**src/rtl/cart_pkg.sv**
```systemverilog
package cart_pkg;
   localparam int unsigned DATA_W  = 16;
   localparam int unsigned LO_W    = 16;
   localparam int unsigned HI_W    = 8;
   localparam int unsigned SYNC_N  = 2;

   typedef logic [DATA_W-1:0] word_t;
   typedef logic [LO_W-1:0]   lo_addr_t;
   typedef logic [HI_W-1:0]   hi_addr_t;

   function automatic word_t rom_pattern(input int unsigned k);
      logic [31:0] prod;
      prod = k * 32'h0000_9E37 + 32'h0000_1234;
      return prod[DATA_W-1:0];
   endfunction
endpackage

```
**src/rtl/cart_sync.sv**
```systemverilog
module cart_sync #(
   parameter int unsigned WIDTH   = 1,
   parameter int unsigned STAGES  = 2,
   parameter logic        RST_VAL = 1'b0
) (
   input  logic             clk,
   input  logic             rst_n,
   input  logic [WIDTH-1:0] d,
   output logic [WIDTH-1:0] q
);
   if (STAGES < 2) begin : g_bad_stages
      $error("cart_sync needs at least two stages");
   end

   logic [WIDTH-1:0] chain [STAGES];

   always_ff @(posedge clk or negedge rst_n) begin
      if (!rst_n) begin
         for (int i = 0; i < int'(STAGES); i++) chain[i] <= {WIDTH{RST_VAL}};
      end else begin
         chain[0] <= d;
         for (int i = 1; i < int'(STAGES); i++) chain[i] <= chain[i-1];
      end
   end

   assign q = chain[STAGES-1];
endmodule

```
**src/rtl/cart_addr_ctr.sv**
```systemverilog
module cart_addr_ctr #(
   parameter int unsigned AW = 16
) (
   input  logic          clk,
   input  logic          rst_n,
   input  logic          sel,
   input  logic          sel_fall,
   input  logic          strobe_rise,
   input  logic [AW-1:0] ad_cap,
   output logic [AW-1:0] ctr
);
   if (AW < 2) begin : g_bad_aw
      $error("cart_addr_ctr width too small");
   end

   always_ff @(posedge clk or negedge rst_n) begin
      if (!rst_n)                    ctr <= '0;
      else if (sel_fall)             ctr <= ad_cap;
      else if (strobe_rise && sel)   ctr <= ctr + 1'b1;
   end

   AST_LOAD_ON_SELECT: assert property (@(posedge clk) disable iff (!rst_n)
      sel_fall |=> (ctr == $past(ad_cap)));
   AST_STEP_ON_STROBE: assert property (@(posedge clk) disable iff (!rst_n)
      (strobe_rise && sel && !sel_fall) |=> (ctr == $past(ctr) + 1'b1));
   AST_HOLD_BETWEEN: assert property (@(posedge clk) disable iff (!rst_n)
      (!sel_fall && !(strobe_rise && sel)) |=> $stable(ctr));
endmodule

```
**src/rtl/cart_rom_array.sv**
```systemverilog
module cart_rom_array
   import cart_pkg::*;
#(
   parameter int unsigned ARRAY_AW = 8
) (
   input  logic       clk,
   input  logic       rst_n,
   input  lo_addr_t   lo,
   input  hi_addr_t   hi,
   output word_t      dout
);
   localparam int unsigned DEPTH = 1 << ARRAY_AW;

   if (ARRAY_AW < 1 || ARRAY_AW > LO_W) begin : g_bad_depth
      $error("cart_rom_array depth out of range");
   end
   if (2 * HI_W != DATA_W) begin : g_bad_mask
      $error("upper byte mask must fill the data word");
   end

   word_t mem [DEPTH];

   for (genvar i = 0; i < int'(DEPTH); i++) begin : g_fill
      assign mem[i] = rom_pattern(i);
   end

   logic [ARRAY_AW-1:0] idx;
   assign idx = lo[ARRAY_AW-1:0];

   always_ff @(posedge clk or negedge rst_n) begin
      if (!rst_n) dout <= '0;
      else        dout <= mem[idx] ^ {hi, hi};
   end
endmodule

```
**src/rtl/cart_rom_front.sv**
```systemverilog
module cart_rom_front
   import cart_pkg::*;
#(
   parameter int unsigned ARRAY_AW = 8
) (
   input  logic        clk,
   input  logic        rst_n,
   input  logic        bus_cs_n,
   input  logic        bus_rd_n,
   input  logic [15:0] bus_ad_in,
   input  logic [7:0]  bus_hi_addr,
   output logic [15:0] bus_ad_out,
   output logic        bus_ad_oe
);
   logic     cs_n_s, rd_n_s, cs_n_d, rd_n_d;
   lo_addr_t ad_s, ctr;
   hi_addr_t hi_s;

   cart_sync #(.WIDTH(1), .STAGES(SYNC_N), .RST_VAL(1'b1)) u_cs_sync (
      .clk(clk), .rst_n(rst_n), .d(bus_cs_n), .q(cs_n_s));
   cart_sync #(.WIDTH(1), .STAGES(SYNC_N), .RST_VAL(1'b1)) u_rd_sync (
      .clk(clk), .rst_n(rst_n), .d(bus_rd_n), .q(rd_n_s));
   cart_sync #(.WIDTH(LO_W), .STAGES(SYNC_N), .RST_VAL(1'b0)) u_ad_sync (
      .clk(clk), .rst_n(rst_n), .d(bus_ad_in), .q(ad_s));
   cart_sync #(.WIDTH(HI_W), .STAGES(SYNC_N), .RST_VAL(1'b0)) u_hi_sync (
      .clk(clk), .rst_n(rst_n), .d(bus_hi_addr), .q(hi_s));

   always_ff @(posedge clk or negedge rst_n) begin
      if (!rst_n) begin
         cs_n_d <= 1'b1;
         rd_n_d <= 1'b1;
      end else begin
         cs_n_d <= cs_n_s;
         rd_n_d <= rd_n_s;
      end
   end

   logic sel, sel_fall, strobe_rise;
   assign sel         = !cs_n_s;
   assign sel_fall    = cs_n_d && !cs_n_s;
   assign strobe_rise = !rd_n_d && rd_n_s;

   cart_addr_ctr #(.AW(LO_W)) u_ctr (
      .clk(clk), .rst_n(rst_n), .sel(sel), .sel_fall(sel_fall),
      .strobe_rise(strobe_rise), .ad_cap(ad_s), .ctr(ctr));

   cart_rom_array #(.ARRAY_AW(ARRAY_AW)) u_rom (
      .clk(clk), .rst_n(rst_n), .lo(ctr), .hi(hi_s), .dout(bus_ad_out));

   assign bus_ad_oe = sel && !rd_n_s;

   AST_DRIVE_NEEDS_READ: assert property (@(posedge clk) disable iff (!rst_n)
      $rose(bus_ad_oe) |-> (!$past(bus_cs_n, 2) && !$past(bus_rd_n, 2)));
   AST_RELEASE_ON_DESELECT: assert property (@(posedge clk) disable iff (!rst_n)
      (bus_ad_oe && $past(bus_cs_n, 2)) |-> 1'b0);
endmodule

```
**config.mk**
```make
export PLATFORM = sky130hd
export DESIGN_NAME = cart_rom_front
export DESIGN_NICKNAME = d
export VERILOG_FILES = /design/src/rtl/cart_pkg.sv /design/src/rtl/cart_sync.sv /design/src/rtl/cart_addr_ctr.sv /design/src/rtl/cart_rom_array.sv /design/src/rtl/cart_rom_front.sv
export SDC_FILE = /design/constraint.sdc
export NUM_CORES = 1
export LEC_CHECK = 0
export BUFFER_PORTS_ARGS = -buffer_cell sky130_fd_sc_hd__buf_2
export CAP_MARGIN = 20
export CORE_MARGIN = 3
export CORE_UTILIZATION = 57
export CTS_BUF_LIST = sky130_fd_sc_hd__clkbuf_4 sky130_fd_sc_hd__clkbuf_8
export CTS_CLUSTER_SIZE = 16
export DETAILED_ROUTE_END_ITERATION = 16
export PLACE_DENSITY = 0.8
export RECOVER_POWER = 100
export SETUP_SLACK_MARGIN = 0.5
export SLEW_MARGIN = 20
export SYNTH_ARGS = -nofsm -noshare
export SYNTH_HDL_FRONTEND = slang
export SYNTH_SLANG_ARGS = --single-unit
export TNS_END_PERCENT = 1
```
**constraint.sdc**
```tcl
create_clock -name clk -period 2.7 [get_ports clk]
set_clock_uncertainty 0.2 [all_clocks]
set_input_delay 0.27 -clock clk [delete_from_list [all_inputs] [get_ports clk]]
set_output_delay 0.27 -clock clk [all_outputs]
set_load 0.01 [all_outputs]
```
# Word level (Yosys, flattened, before mapping)
# Memories as Yosys holds them, arrays and structs flattened.
# Index checks and enable logic that the tools add are counted.
# word_totals
reg_bits	86
rom_bits	4096
inputBits	28
out_inout_bits	17
n_memories	1
# mem_list
memory	words	width	rd	rd_clocked_by_memory_dff	wr	line	text
(no name shown)	256	16	1	0	0	cart_rom_array.sv:32	else dout <= mem[idx] ^ {hi, hi};
# op_classes
addsub	1
magnitude_cmp	1
muxes	4
bitwise_logic	2
n_reduce_logical	8
# op_table
op	count
$mux 16	4
$add 16x1->16 const B	1
$xor 16x16->16	1
$ge 9x9->1 const B	1
$not 8->9	1
$logic_and 1x1->1	4
$logic_not 1->1	3
$reduce_bool 2->1	1

# Logic depth before layout (Yosys ltp)
# Gate-level depths: netlist of run 1.
# logic_depth
word_depth	5
depth_mapped	13

# Hierarchy
# From an unflattened synthesis of run 1, not the netlist that was laid out.
# unflattened
hier_cells	746
hier_area_um2	6334.8
# by_module_without_submodules
module	n_inst	cells_each	area_each_um2	seq_area_each_um2
cart_rom_array	1	563	3798.6	400.4
cart_addr_ctr	1	101	969.7	400.4
cart_sync at u_ad_sync	1	48	920.9	800.8
cart_sync at u_hi_sync	1	24	460.4	400.4
cart_sync at u_cs_sync ...	2	2	52.6	52.6
cart_rom_front	1	6	80.1	52.6

# Least setup slack after synthesis of run 1
# Ideal clock, no wire load.
# synth_timing
path_type	reg-to-reg
startpoint	register u_ctr.ctr[1]
endpoint	register u_rom.dout[10]
setup_time_ps	123
t_arrival_ps	2602
required_ps	2377
path_slack_ps	-225
stages_incl_launch_ff	12
path_buffers	2
synth_period_minus_slack_ps	2925
path_cell_list	dfrtp_1 > buf_4 > inv_1 > ha_1 > buf_2 > mux2_4 > nand2_1 > o21ai_0 > mux4_2 > mux2i_1 > o21ai_1 > xnor2_1
# synth_between
elab_chain_cells	5
# synth_lines
element	line	text
from (decl)	cart_addr_ctr.sv:10	output logic [AW-1:0] ctr
from (signal assigned)	cart_addr_ctr.sv:18	else if (sel_fall) ctr <= ad_cap;
from (signal assigned)	cart_addr_ctr.sv:19	else if (strobe_rise && sel) ctr <= ctr + 1'b1;
$not 8->9 (implied by the code)	cart_rom_array.sv:32	
$mem_v2 256x16	n/a	
$mux 16 (implied by the code) (2 in series)	cart_rom_array.sv:32	
$xor 16x16->16	cart_rom_array.sv:32	
to (signal assigned)	cart_rom_array.sv:32	
to (decl)	cart_rom_array.sv:10	output word_t dout
# No other way between the ends. The select of a mux whose other input is x is not followed.
# A chain may end at the register's enable or synchronous reset.

# Final worst setup path of run 1
# layout_timing
startpoint	register u_ctr.ctr[1]
endpoint	register u_rom.dout[9]
# Same word-level chain as after synthesis.

==> results.toml, run 1 <==
[worst_hold_path]
hp-class = "reg2reg"

[setup_path]
cp.required_ps = 2720
r2r_setup_slack_ps = -20
cp-end-kind = "flip-flop"
crit_type = "reg2reg"
cp.arrival_ps = 2740
startpoint_type = "flip-flop"
path_max_fanout = 6

[floorplanning]
core_region_area_um2 = 8760
die_y_um = 101
dieArea_um2 = 10200
die_w_um = 101
num_io_pins = 45
rows = 34
start_util_pct = 58.8

[synth]
avgSynthCellArea_um2 = 8.23
yosys_warnings = 0
syn_nets = 669
synth_edf_count = 0
ys_seq_elements = 62
synth_seq_area_share_pct = 30.3
synth.most_common_cell = "a21oi_1"
synth_top_cell_by_area = "dfrtp_1"
synth_top_cells_by_area = "dfrtp_1 27%, a21oi_1 6.0%, o21ai_0 5.2%"
async_flop_share_pct = 100
ys.flop_type = "dfrtp_1"
syn-cell-area_um2 = 5150
synthTopCellsByCount = "62 x a21oi_1, 57 x nand2_1, 56 x dfrtp_1"
yosysUniqueCellTypes = 85
synthCells = 626
synth.top_cell.area_share_pct = 27.2

[clocking]
cts.sinks = 62
path_clk_slew_ps = 80
numCtsBuffers = 9
insertion_delay_ps = 350
cts_tree = "done"
clk_path_buf_depth = 2
h-tree-depth = 3
root_buffer = "clkbuf_8"

[detailed_routing]
drc = 0
drtPass1Iterations = 7
drt_wl_total_mm = 19.5
drt-initial-drc-count = 811
routedWlPerCell_um = 23.3
vias = 5879
antenna_left = 0
routed_via_density = 7.02

[sta]
relSlewSlack_pct = 34.0
period_share_pct = 101
fin_crit_ps = 2720
worstMarginPinSlew_ps = 989
rsz0062_at_grt = "yes"
fin_tns_setup_ps = -22.3
final_max_slew_viol_count = 0
setup_viol_count_final = 1
final_hold_viol_count = 0
worst_slack_ps = -22.3
max_freq_mhz = 367

[status]
status = "finished with violations"
violations = "negative setup slack"

[power]
leakage_nw = 2.61
powerDensity_nw_per_um2 = 783
irDropWorstVdd_mv = 0.412

[global_route]
grt_pass1_wl_mm = 29.8
antenna_found_initial = 0
grt_max_degree = 38
overflow = 0
grt_pass1_vias = 5572
grt_util_all_layers_pct = 37.9

[cells_and_area]
nNetsFinal = 767
drive_gt1_share_pct = 26.1
finish.utilization_pct = 73.0
num_antenna_cells = 0
area_growth_pct = 24.3

[placed_design]
place.gp.congestion = 1.07
hpwlAfterDp_mm = 13.6
io_buffers = 36

[job]
max-cap-violations = 0
[cell usage in the layout, fill, tap and decap left out, types with 6 or more instances in the layout]
cell type / instances
xnor2_1: 17
o21ai_1: 9
inv_1: 6
nand2b_1: 10
a21oi_1: 57
dfrtp_1: 51
ha_1: 12
mux2i_1: 6
nor3_1: 12
a211oi_1: 17
o21ai_0: 48
o221ai_1: 8
nand3_1: 11
nor2b_1: 11
buf_2: 19
a31oi_1: 11
clkbuf_8: 9
clkbuf_1: 17
o22ai_1: 7
o211ai_1: 13
xor2_1: 10
a21oi_2: 7
nor2_1: 52
nand2_1: 53
dlygate4sd3_1: 19
buf_4: 86
[flip-flops by register name (all words and copies together) (netlist names)]
name / flops
u_cs_sync.chain: 1
u_cs_sync.q: 1
u_rd_sync.q: 1
rd_n_d: 1
u_rom.dout: 16
u_hi_sync.q: 8
u_ctr.ctr: 8
u_hi_sync.chain: 8
cs_n_d: 1
u_ad_sync.chain: 8
u_ad_sync.q: 8
u_rd_sync.chain: 1
[cell type report]
cell class                      count  area (µm²)
Tap cell                          108         135
Timing Repair Buffer              149        1110
Sequential cell                    62        1570
Fill cell                         684        2360
Clock inverter                      7         128
Multi-Input combinational cell    492        3290
Clock buffer                        9         124
Inverter                           10        41.3
[worst paths after layout]
kind	from	end	cells after the start
max	u_ctr.ctr[1]	u_rom.dout[9]	11
min	u_hi_sync.chain[12]	u_hi_sync.q[4]	0
max reg2reg	u_ctr.ctr[1]	u_rom.dout[9]	11
min reg2reg	u_hi_sync.chain[12]	u_hi_sync.q[4]	0
max in group asynchronous	rst_n	u_ad_sync.q[7]	4
min in group asynchronous	rst_n	u_ad_sync.q[2]	2
[report_power, final]
part	leakage (nW)	internal, W	switching [W]
combinational	1.77	0.00113	0.00163
sequential	0.715	0.00108	0.0000929
clock	0.127	0.000630	0.000448
total	2.61	0.00284	0.00217
[timing repair]
item	CTS	global route
hold buffers	19	0
gates cloned	0	0
endpoints found under the setup margin	12	12
pin swaps	5	7
endpoints found under the hold margin	33	0
buffers inserted	5	0
resized for setup	15	25
[logic make-up after synthesis]
logic type / share of synthesized area [%]
buffers and inverters: 8.11
XOR/XNOR: 4.59
AND/OR/NAND/NOR: 17.4
flip-flops: 30.3
multiplexers: 3.64
adder cells (fa/ha/maj): 3.64
AO/OA/AOI/OAI: 32.3
[per-stage QoR]
step                instances  area [µm²]  total power, W  hold slack (ps)  setup slack (ps)
floorplan                 626        5180         0.00282             -226             -35.2
global placement          797        5830         0.00365             11.2              64.2
detailed placement        797        5830         0.00368             15.8              50.4
CTS                       837        6360         0.00486              153               104
global route              837        6400         0.00522              154             -53.9
finish                    837        6400         0.00501              153             -22.3
[worst max-delay path, cell delays in order (launching register included)]
cell and delay, ps:
dfrtp_2 390, clkinvlp_4 130, ha_4 270, buf_6 150, nor2b_4 120, buf_4 160, o21ai_0 160, o21ai_1 130
o32ai_1 310, nor4_1 90, a311oi_2 380, xnor2_1 120
[routing by layer]
| metal | GRT usage, % | share of wire, % | vias up | wire, µm |
|---|---|---|---|---|
| met5 | 0 | 0 | - | 0 |
| met4 | 21.1 | 6.2 | 0 | 1200 |
| met3 | 10.0 | 14 | 136 | 2630 |
| met1 | 49.8 | 37 | 2719 | 7170 |
| met2 | 56.3 | 44 | 524 | 8480 |
| li1 | - | - | 2500 | - |
Power figures use the tool's default switching activity.
==> run 2, diff against run 1 <==
--- a/config.mk
+++ b/config.mk
@@ -8,11 +8,11 @@
 export BUFFER_PORTS_ARGS = -buffer_cell sky130_fd_sc_hd__buf_2
 export CAP_MARGIN = 20
 export CORE_MARGIN = 3
-export CORE_UTILIZATION = 57
+export CORE_UTILIZATION = 50
 export CTS_BUF_LIST = sky130_fd_sc_hd__clkbuf_4 sky130_fd_sc_hd__clkbuf_8
 export CTS_CLUSTER_SIZE = 16
 export DETAILED_ROUTE_END_ITERATION = 16
-export PLACE_DENSITY = 0.8
+export PLACE_DENSITY = 0.71
 export RECOVER_POWER = 100
 export SETUP_SLACK_MARGIN = 0.5
 export SLEW_MARGIN = 20
==> results.toml, run 2 (same netlist as run 1, synthesis figures left out) <==
[global_route]
antenna_found_initial = 0
grt_util_all_layers_pct = 36.4
grt_pass1_vias = 5845
grt_max_degree = 36
overflow = 0
grt_pass1_wl_mm = 31.8

[floorplanning]
start_util_pct = 52.0
die_y_um = 107
die_w_um = 107
rows = 36
num_io_pins = 45
core_region_area_um2 = 9910
dieArea_um2 = 11600

[sta]
period_share_pct = 98.2
worstMarginPinSlew_ps = 714
rsz0062_at_grt = "yes"
relSlewSlack_pct = 52.2
fin_crit_ps = 2650
setup_viol_count_final = 0
final_max_slew_viol_count = 0
final_hold_viol_count = 0
max_freq_mhz = 377
worst_slack_ps = 48.6

[cells_and_area]
nNetsFinal = 790
drive_gt1_share_pct = 34.3
regMostFlops = "u_rom.dout"
num_antenna_cells = 0
finish.utilization_pct = 68.8
largest_reg_flops = 16
instances_no_fill = 885
area_growth_pct = 32.5
mostFrequentLayoutCells = "107 x buf_4, 55 x a21oi_1, 52 x nand2_1"
final_common_cell = "buf_4"

[power]
pwr-share-comb_pct = 60.5
p_int_w = 0.00282
clockPowerShare_pct = 16.7
irDropWorstVdd_mv = 0.472
leakage_nw = 2.78
seqPwrFrac_pct = 22.9
switching_share_pct = 44.7
powerDensity_nw_per_um2 = 747
fin_total_pwr_w = 0.00510
netSwitchingPower_w = 0.00228

[clocking]
h-tree-depth = 3
root_buffer = "clkbuf_8"
clk_path_buf_depth = 2
insertion_delay_ps = 360
cts_tree = "done"
path_clk_slew_ps = 80
cts.sinks = 62
numCtsBuffers = 9

[detailed_routing]
drtPass1Iterations = 6
routedWlPerCell_um = 23.7
drc = 0
vias = 5865
routed_via_density = 6.63
antenna_left = 0
drt_wl_total_mm = 20.9
drt-initial-drc-count = 710

[setup_path]
worstRegToRegCells = 8
rr_endpoint = "u_rom.dout[8]"
crit_type = "reg2reg"
cp.required_ps = 2780
path_max_fanout = 21
startpoint_type = "flip-flop"
r2r-start = "u_ctr.ctr[4]"
r2r_setup_slack_ps = 50
cp.arrival_ps = 2730
cp-end-kind = "flip-flop"

[placed_design]
io_buffers = 36
place.gp.congestion = 1.03
hpwlAfterDp_mm = 14.6
place_inst = 837
post-place-ws_ps = -74.2

[job]
max-cap-violations = 0

[status]
status = "finished clean"

[worst_hold_path]
min-delay-start = "u_hi_sync.chain[13]"
hp-class = "reg2reg"
whs_endpoint = "u_hi_sync.q[5]"
min_path_cells = 0
run 2: through the flow:
stage / hold slack (ps) / setup TNS [ps] / cell area [µm²]
after floorplan: -226 / -35.2 / 5180
after global placement: 131 / -58.3 / 5960
after detailed placement: 136 / -74.2 / 5960
after CTS: 158 / 0 / 6600
after global routing: 162 / -26.2 / 6820
final: 156 / 0 / 6820
run 2: worst max-delay path by stage:
stage	to	from	cells after the start
3_5_place_dp	u_rom.dout[11]	u_ctr.ctr[0]	11
4_1_cts	u_rom.dout[10]	u_ctr.ctr[1]	10
5_1_grt	u_rom.dout[15]	u_ctr.ctr[1]	10
6_report	u_rom.dout[8]	u_ctr.ctr[4]	8
3_3_place_gp	u_rom.dout[11]	u_ctr.ctr[0]	11
2_1_floorplan	u_rom.dout[10]	u_ctr.ctr[1]	11
run 2: final cells by class:
type / count / area, µm²
clock inverter: 7 / 77.6
tap: 133 / 166
clock buffer: 9 / 124
multi-input combinational: 492 / 3520
fill: 806 / 3090
sequential: 62 / 1570
timing repair buffer: 172 / 1320
inverter: 10 / 45.0
run 2: what timing repair did:
action	CTS	global route
hold buffers	19	0
resized for setup	37	55
endpoints found under the setup margin	12	12
endpoints found under the hold margin	45	0
setup buffers	13	0
pin swaps	15	21
run 2: critical path, stage by stage (launching register included):
cell     delay (ps)
dfrtp_4         560
inv_1           110
buf_4           250
o21ai_0         190
a21oi_1          80
or4_1           530
a32oi_1         200
a31o_1          240
xor2_1          180
run 2: power by group through the flow:
stage	clock network [W]	logic [W]	registers [W]
floorplan	0	0.00161	0.00121
global placement	0	0.00261	0.00118
detailed placement	0	0.00261	0.00119
CTS	0.000864	0.00281	0.00116
global route	0.000901	0.00325	0.00118
finish	0.000850	0.00308	0.00117
run 2: routing by layer:
layer,part of all wire [%],track usage (%),vias to the layer above
met5,0,0,-
met4,7.3,23.2,0
met3,10,8.82,116
met2,45,56.8,441
met1,37,44.8,2744
li1,-,-,2564
==> run 3, diff against run 2 <==
--- a/config.mk
+++ b/config.mk
@@ -14,7 +14,6 @@
 export DETAILED_ROUTE_END_ITERATION = 16
 export PLACE_DENSITY = 0.71
 export RECOVER_POWER = 100
-export SETUP_SLACK_MARGIN = 0.5
 export SLEW_MARGIN = 20
 export SYNTH_ARGS = -nofsm -noshare
 export SYNTH_HDL_FRONTEND = slang
==> results.toml, run 3 (same netlist as run 1, synthesis figures left out) <==
[global_route]
grt_util_all_layers_pct = 35.6
antenna_found_initial = 0
overflow = 0
grt_max_degree = 36
grt_pass1_vias = 5694
grt_pass1_wl_mm = 31.3

[sta]
final_hold_viol_count = 0
rsz0062_at_grt = "yes"
setup_viol_count_final = 0
relSlewSlack_pct = 48.6
period_share_pct = 98.9
final_max_slew_viol_count = 0
fin_crit_ps = 2670
hold_ws_ps = 156
max_freq_mhz = 374
worst_slack_ps = 28.5
worstMarginPinSlew_ps = 772

[power]
pwr-share-comb_pct = 57.7
leakage_nw = 2.60
seqPwrFrac_pct = 24.6
switching_share_pct = 44.7
fin_total_pwr_w = 0.00481
clockPowerShare_pct = 17.7
p_int_w = 0.00266
netSwitchingPower_w = 0.00215
powerDensity_nw_per_um2 = 748
irDropWorstVdd_mv = 0.459

[setup_path]
startpoint_type = "flip-flop"
rr_endpoint = "u_rom.dout[8]"
slowest_delay_ps = 540
r2r_setup_slack_ps = 30
worst-path-buf-inv = 2
path_max_fanout = 8
cp.arrival_ps = 2750
cp_cell_sequence = "buf_4 -> ha_2 -> buf_4 -> nor3_4 -> nor3_1 -> or4_1 -> a32oi_1 -> a31o_1 -> xor2_1"
cpMostUsedCell = "buf_4"
cp_top_family = "simple AND/OR/NAND/NOR gates"
crit_type = "reg2reg"
worstRegToRegCells = 9
crit_slowest_cell = "or4_1"
cp-end-kind = "flip-flop"
cp.required_ps = 2780
r2r-start = "u_ctr.ctr[1]"

[placed_design]
hpwlAfterDp_mm = 14.6
post-place-ws_ps = -74.2
io_buffers = 36
place.gp.congestion = 1.03

[clocking]
cts.sinks = 62
numCtsBuffers = 9
path_clk_slew_ps = 80
cts_tree = "done"
h-tree-depth = 3
insertion_delay_ps = 360
clk_path_buf_depth = 2
root_buffer = "clkbuf_8"

[floorplanning]
dieArea_um2 = 11600
rows = 36
die_y_um = 107
core_region_area_um2 = 9910
start_util_pct = 52.0
die_w_um = 107
num_io_pins = 45

[cells_and_area]
regMostFlops = "u_rom.dout"
largest_reg_flops = 16
seq_area_um2 = 1570
num_antenna_cells = 0
num-fill-cells = 869
mostFrequentLayoutCells = "98 x buf_4, 60 x a21oi_1, 55 x nand2_1"
drive_gt1_share_pct = 25.6
area_growth_pct = 24.8
nNetsFinal = 780
multi_input_area_um2 = 3270
final_common_cell = "buf_4"

[detailed_routing]
routed_via_density = 6.58
drt-initial-drc-count = 689
vias = 5755
drtPass1Iterations = 5
routedWlPerCell_um = 23.1
antenna_left = 0
drt_wl_total_mm = 20.2
drc = 0

[status]
status = "finished clean"

[job]
max-cap-violations = 0

[worst_hold_path]
min_path_cells = 0
min-delay-start = "u_hi_sync.chain[13]"
hp-class = "reg2reg"
whs_endpoint = "u_hi_sync.q[5]"
==> run 3: cell count changes in the layout (fill, tap and decap cells not counted), moves of 9 or more <==
cell / before / now
buf_2: 34 / 17
buf_4: 107 / 98
clkbuf_1: 2 / 24
o21ai_0: 41 / 50
==> run 3: worst reg2reg max path, stage by stage, from the launching register on <==
cell and delay [ps]:
dfrtp_2 430, buf_4 180, ha_2 200, buf_4 180
nor3_4 170, nor3_1 80, or4_1 540, a32oi_1 190
a31o_1 230, xor2_1 190
==> run 3: per-stage QoR <==
stage	cell area, µm²	util (%)	cells	TNS [ps]
final	6430	64.9	875	0
after global routing	6430	64.9	875	-70.6
after CTS	6380	64.3	872	-4.83
after detailed placement	5960	60.1	837	-74.2
after global placement	5960	60.1	837	-58.3
after floorplan	5180	-	626	-35.2
==> run 3: worst max-delay path by stage <==
stage / start / to / slack [ps] / depth (start not counted)
floorplan: u_ctr.ctr[1] / u_rom.dout[10] / -40 / 11
global placement: u_ctr.ctr[0] / u_rom.dout[11] / -60 / 11
detailed placement: u_ctr.ctr[0] / u_rom.dout[11] / -70 / 11
CTS: u_ctr.ctr[0] / u_rom.dout[11] / -5 / 11
global route: u_ctr.ctr[1] / u_rom.dout[11] / -30 / 11
finish: u_ctr.ctr[1] / u_rom.dout[8] / 30 / 9
==> run 3: cell type report <==
| cell class | instances | area share (%) |
|---|---|---|
| inverters | 10 | 0.681 |
| multi-input cells | 492 | 50.9 |
| clock inverters | 7 | 1.21 |
| well taps | 133 | 2.59 |
| clock buffers | 9 | 1.93 |
| repair buffers | 162 | 18.2 |
| flip-flops and latches | 62 | 24.4 |
==> run 3: power groups by stage <==
stage / Clock (W) / Sequential (W) / Combinational (W)
after detailed placement: 0 / 0.00119 / 0.00261
final: 0.000850 / 0.00118 / 0.00277
after CTS: 0.000864 / 0.00117 / 0.00266
after floorplan: 0 / 0.00121 / 0.00161
after global placement: 0 / 0.00118 / 0.00261
after global routing: 0.000903 / 0.00119 / 0.00295
==> run 3: repair_timing <==
item | CTS | global route
setup endpoints to repair | 2 | 8
endpoints found under the hold margin | 45 | 0
gates resized for setup | 5 | 23
pin swaps | 2 | 8
setup buffers | 0 | 3
gates cloned | 0 | 0
hold buffers | 19 | 0
==> run 3: per-layer routing <==
layer / global-route usage, % / vias to the layer above / part of all wire, %
met1: 45.1 / 2666 / 38
met3: 8.34 / 114 / 11
met2: 55.3 / 437 / 44
met5: 0 / - / 0
li1: - / 2538 / -
met4: 21.0 / 0 / 7.1
